--- config.mk ---
export PLATFORM = sky130hd
export DESIGN_NAME = buzz_gen
export DESIGN_NICKNAME = d
export VERILOG_FILES = /design/src/rtl/buzz_pkg.sv /design/src/rtl/buzz_tone.sv /design/src/rtl/buzz_envelope.sv /design/src/rtl/buzz_gen.sv
export SDC_FILE = /design/constraint.sdc
export NUM_CORES = 1
export LEC_CHECK = 0
export ABC_AREA = 1
export BUFFER_PORTS_ARGS = -buffer_cell sky130_fd_sc_hd__buf_2
export CAP_MARGIN = 20
export CORE_ASPECT_RATIO = 0.7
export CORE_MARGIN = 10
export CORE_UTILIZATION = 47
export DETAILED_ROUTE_END_ITERATION = 10
export HOLD_SLACK_MARGIN = 0.12
export PLACE_DENSITY_LB_ADDON = 0.12
export SYNTH_ARGS = -nofsm -noshare
export SYNTH_HDL_FRONTEND = slang
export SYNTH_SLANG_ARGS = --single-unit
export TNS_END_PERCENT = 10
--- constraint.sdc ---
create_clock -name clk -period 9.3 [get_ports clk]
set_input_delay 2.325 -clock clk [delete_from_list [all_inputs] [get_ports clk]]
set_output_delay 2.325 -clock clk [all_outputs]
set_load 0.02 [all_outputs]
--- src/rtl/buzz_pkg.sv ---
package buzz_pkg;

    localparam int TONE_CW = 7;
    localparam int SLOT_W = 3;
    localparam int SINGLE_SLOTS = 2;

    typedef enum logic [1:0] {
        SND_REPEAT = 2'd0,
        SND_SINGLE = 2'd1,
        SND_BEEP1  = 2'd2,
        SND_BEEP2  = 2'd3
    } snd_mode_e;

    typedef struct packed {
        snd_mode_e  mode;
        logic [2:0] fsel;
        logic [3:0] duty;
        logic       neg;
    } buzz_cfg_t;

    // tone period in clock cycles for each frequency code
    function automatic logic [TONE_CW-1:0] tone_div(input logic [2:0] sel);
        logic [TONE_CW-1:0] n;
        case (sel)
            3'd0:    n = TONE_CW'(8);
            3'd1:    n = TONE_CW'(10);
            3'd2:    n = TONE_CW'(12);
            3'd3:    n = TONE_CW'(14);
            3'd4:    n = TONE_CW'(16);
            3'd5:    n = TONE_CW'(24);
            3'd6:    n = TONE_CW'(32);
            default: n = TONE_CW'(112);
        endcase
        return n;
    endfunction

    // duty code 0 is clamped to the smallest step
    function automatic logic [3:0] duty_eff(input logic [3:0] d);
        return (d == 4'd0) ? 4'd1 : d;
    endfunction

    // envelope gate per mode and slot index
    function automatic logic slot_gate(input snd_mode_e m, input logic [SLOT_W-1:0] slot);
        logic g;
        case (m)
            SND_BEEP1: g = ~slot[0];
            SND_BEEP2: g = (slot == SLOT_W'(0)) || (slot == SLOT_W'(2));
            default:   g = 1'b1;
        endcase
        return g;
    endfunction

endpackage

--- src/rtl/buzz_tone.sv ---
module buzz_tone
    import buzz_pkg::*;
(
    input  logic               clk,
    input  logic               rst,
    input  logic               run,
    input  logic               restart,
    input  logic [2:0]         fsel,
    input  logic [3:0]         duty,
    output logic               tone_on,
    output logic [TONE_CW-1:0] phase
);

    localparam int PW = TONE_CW + 4;

    logic [TONE_CW-1:0] period;
    logic [PW-1:0]      scaled_phase;
    logic [PW-1:0]      threshold;

    assign period = tone_div(fsel);

    always_ff @(posedge clk) begin
        if (rst || restart || !run) begin
            phase <= '0;
        end else if (phase == period - TONE_CW'(1)) begin
            phase <= '0;
        end else begin
            phase <= phase + TONE_CW'(1);
        end
    end

    always_comb begin
        scaled_phase = {phase, 4'b0000};
        threshold    = PW'(duty_eff(duty)) * PW'(period);
        tone_on      = scaled_phase < threshold;
    end

endmodule

--- src/rtl/buzz_envelope.sv ---
module buzz_envelope
    import buzz_pkg::*;
#(
    parameter int SLOT_CYC = 2048
) (
    input  logic      clk,
    input  logic      rst,
    input  logic      start,
    input  logic      stop,
    input  snd_mode_e mode,
    output logic      busy,
    output logic      gate
);

    localparam int SCW = (SLOT_CYC > 1) ? $clog2(SLOT_CYC) : 1;

    logic [SCW-1:0]    scnt;
    logic [SLOT_W-1:0] slot;
    logic              slot_last;
    logic              single_end;

    assign slot_last  = (scnt == SCW'(SLOT_CYC - 1));
    assign single_end = busy && (mode == SND_SINGLE) && slot_last
                        && (slot == SLOT_W'(SINGLE_SLOTS - 1));

    always_ff @(posedge clk) begin
        if (rst || start || !busy) begin
            scnt <= '0;
            slot <= '0;
        end else if (slot_last) begin
            scnt <= '0;
            slot <= slot + SLOT_W'(1);
        end else begin
            scnt <= scnt + SCW'(1);
        end
    end

    always_ff @(posedge clk) begin
        if (rst || stop) begin
            busy <= 1'b0;
        end else if (start) begin
            busy <= 1'b1;
        end else if (single_end) begin
            busy <= 1'b0;
        end
    end

    assign gate = slot_gate(mode, slot);

endmodule

--- src/rtl/buzz_gen.sv ---
module buzz_gen
    import buzz_pkg::*;
#(
    parameter int SLOT_CYC = 2048
) (
    input  logic       clk,
    input  logic       rst,
    input  logic       start,
    input  logic       stop,
    input  logic [1:0] mode_sel,
    input  logic [2:0] freq_sel,
    input  logic [3:0] duty_sel,
    input  logic       neg_pol,
    output logic       busy,
    output logic       bz_out
);

    buzz_cfg_t          cfg_q;
    logic               take;
    logic               gate;
    logic               tone_on;
    logic [TONE_CW-1:0] tone_phase;

    assign take = start && !stop;

    always_ff @(posedge clk) begin
        if (rst) begin
            cfg_q <= '0;
        end else if (take) begin
            cfg_q <= '{mode: snd_mode_e'(mode_sel), fsel: freq_sel,
                       duty: duty_sel, neg: neg_pol};
        end
    end

    buzz_envelope #(.SLOT_CYC(SLOT_CYC)) u_env (
        .clk   (clk),
        .rst   (rst),
        .start (start),
        .stop  (stop),
        .mode  (cfg_q.mode),
        .busy  (busy),
        .gate  (gate)
    );

    buzz_tone u_tone (
        .clk     (clk),
        .rst     (rst),
        .run     (busy),
        .restart (take),
        .fsel    (cfg_q.fsel),
        .duty    (cfg_q.duty),
        .tone_on (tone_on),
        .phase   (tone_phase)
    );

    assign bz_out = busy ? (cfg_q.neg ^ (gate & tone_on)) : neg_pol;

endmodule

==> results.md <==
* Outcome: completed
* Final nets at 398
* Maximum clock frequency at 146.0 MHz
* M1 WL at 2912 µm
* Top layer in use: met4
* # rows at 21
* Max-slew headroom at 0.6326
* Final worst slack at 2.450 ns
* Slew @ Worst Pin at 0.5506 ns
* Antenna viol nets, final at 0
* Global-route wire length before repair at 8921 µm
* Setup repair bufs after CTS at 0
* 1st-pass router iterations at 4
* Syn nets at 379
* Final instance area at 2701 µm²
* Grt total ovfl at 0
* Most used cell, CP: nand2_1
* # DRC at 0
* Initial antenna violation count at 0
* Clock Sink Count at 32
* Clk_lat worst skew at 0.28 ns
* Mean area per synthesized cell at 7.465 µm²
* CTS Buffer Depth at 2
* I/O Buffers at 15
* Initial core utilization at 0.4999
* Number of global-route vias before repair at 1890
* R2r endpoint: u_tone.phase[4]
* CTS Buf Count at 5
* # H-tree levels at 2
* Synth top area cells: dfxtp_1, ha_1, inv_1, nand2_1, fa_1
* Setup violators final at 0
* R2R setup slack at 7.46 ns
* Synth top area share at 0.2608
* Maximum VDD drop at 0.05939 mV
* WS Path Type: reg -> out
* Pins Over Slew Limit at 0
* Hpwl dp at 4260 µm
* Final-report hold violation count at 0
* Hold path startpoint: u_env.scnt[10]
* GP Congestion at 0.8271
* Clk_skew at 0.008121 ns
* Placed Area at 2605 µm²
* CP max stage delay at 0.53 ns
* Die Y at 80.48 µm
* Synth Flop Type: dfxtp_1
* Synth Cell Area at 2456 µm²
* Root Driver: clkbuf_8
* Area delta synth->final at 9.985%
* Delay-heaviest family, CP: adder cells
* Worst-path fanout max at 8
* RSZ-0062 raised after global routing: no
* Inserted Diodes at 0
* Chip width at 106.4 µm
* Ports at 16
* Met2 Wirelength at 1882 µm
* Share of layout cells above drive strength 1 at 0.1667
* Post-synthesis register bit count at 32
* Total length of routed wires at 5082 µm
* Worst Hold Endpoint: u_env.scnt[10]
* Number of flops mapped to enable cells by yosys at 0
* Worst path arrival time at 4.52 ns
* Avg Vias per Cell at 4.772
* Tcrit/Tclk final at 0.7365
* Buf/Inv on CP at 6
* Req. time, crit path at 6.98 ns
* P_leak at 1.211 nW
* Worst Setup Start Kind: register
* Die area at 8563 µm²
* Detail Route met3 WL at 241 µm
* Core Area at 4913 µm²
* TritonCTS clock tree: yes
* Yosys top cell by area: dfxtp_1
* Post-synthesis sequential area ratio at 0.2608
* Critical-path top delay cell: fa_1
* R2r startpoint: cfg_q[6]
* Clock-pin slew on the worst setup and hold paths at 0.07 ns
* Hold WC Path Type: reg -> reg
* Iter 0 DRT Violations at 68
* Hold-critical path depth at 2
* Vias at 1990
* Syn Inst Count at 329
* Dpl ws at 2.759 ns
* Post-route setup TNS at 0 ns
* PostCTS Resize Cnt at 0
* Largest net degree at the start of global routing at 21
* Post-synth top cells: inv_1, nand2_1, nor2_1
* P per Cell Area at 112.8 nW/µm²
* Reg2reg path depth at 10
* Netlist cell types at 28
* Total track usage at 0.1278
* WP depth at 29
* Fraction of registers with async set/reset at 0
* Max_cap viols at 0
* Worst setup EP type: output port
* Min Tclk post-route at 6.850 ns
* Post-CTS Hold Fix Bufs at 0
* YS warnings at 0
* Routed wire per std cell at 12.19 µm
==> state kept, by name (all words and copies together), names as in the netlist <==
signal,cells
cfg_q,10
u_env.busy,1
u_env.scnt,11
u_env.slot,3
u_tone.phase,7
==> layout by cell type, fill, tap and decap left out, types with 4 or more instances in the layout <==
cell type,Yosys,layout
nor2_1,39,39
nand2_2,4,4
a21oi_1,20,20
ha_1,28,28
nor2_2,13,13
clkbuf_8,0,7
inv_2,4,4
nand3_1,20,20
buf_2,1,15
nand2_1,50,50
nand2_4,4,4
dfxtp_1,32,32
fa_1,8,8
inv_1,50,50
o21ai_0,13,13
xnor2_1,9,9
nand4_1,4,4
xor2_1,10,10
==> worst max-delay path by stage <==
stage,start,endpoint,slack [ns]
floorplan,cfg_q[6],bz_out,3.11
global placement,cfg_q[6],bz_out,2.87
detailed placement,cfg_q[6],bz_out,2.76
CTS,cfg_q[6],bz_out,2.43
global route,cfg_q[6],bz_out,1.93
finish,cfg_q[6],bz_out,2.45
==> per-stage QoR <==
stage | power, W | hold WS, ns | cells | utilization
floorplan | 0.0001809 | 0.4294 | 329 | -
global placement | 0.0001929 | 0.4593 | 410 | 0.5302
detailed placement | 0.0001931 | 0.4601 | 410 | 0.5302
CTS | 0.0003077 | 0.4693 | 417 | 0.5498
global route | 0.0003225 | 0.4977 | 417 | 0.5498
finish | 0.0003048 | 0.4670 | 417 | 0.5498
==> worst register-to-register path: cells and delay by family (launching register included) <==
| family | cells | cell delay, ns |
|---|---|---|
| and+or+nand+nor | 9 | 0.96 |
| adders and majority gates | 1 | 0.35 |
| DFF | 1 | 0.48 |
==> report_power, final <==
group | total, W | switching (W) | leakage, nW | internal, W
combinational | 0.0000465 | 0.0000291 | 0.900 | 0.0000174
sequential | 0.000144 | 0.00000316 | 0.260 | 0.000140
clock | 0.000115 | 0.0000489 | 0.0503 | 0.0000658
==> logic make-up after synthesis <==
logic type	count (synthesis)	share of synthesized area
and+or+nand+nor	147	0.2924
buffers and inverters	57	0.08762
AOI/OAI and AO/OA	38	0.08355
adders and majority gates	36	0.2078
DFF	32	0.2608
xor gates and xnor gates	19	0.06775
==> area by class of cell <==
cell class / count / area (µm²)
fill: 494 / 2212
multi-input combinational: 240 / 1600
sequential: 32 / 640.6
inverter: 54 / 202.7
clock buffer: 7 / 96.34
tap: 69 / 86.33
timing repair buffer: 15 / 75.07
==> routing by layer <==
| layer | vias to the layer above | global-route usage |
|---|---|---|
| met5 | - | 0 |
| met1 | 883 | 0.1904 |
| met4 | 0 | 0.03235 |
| li1 | 1074 | - |
| met3 | 5 | 0.03349 |
| met2 | 28 | 0.1736 |
Power figures use the tool's default switching activity.
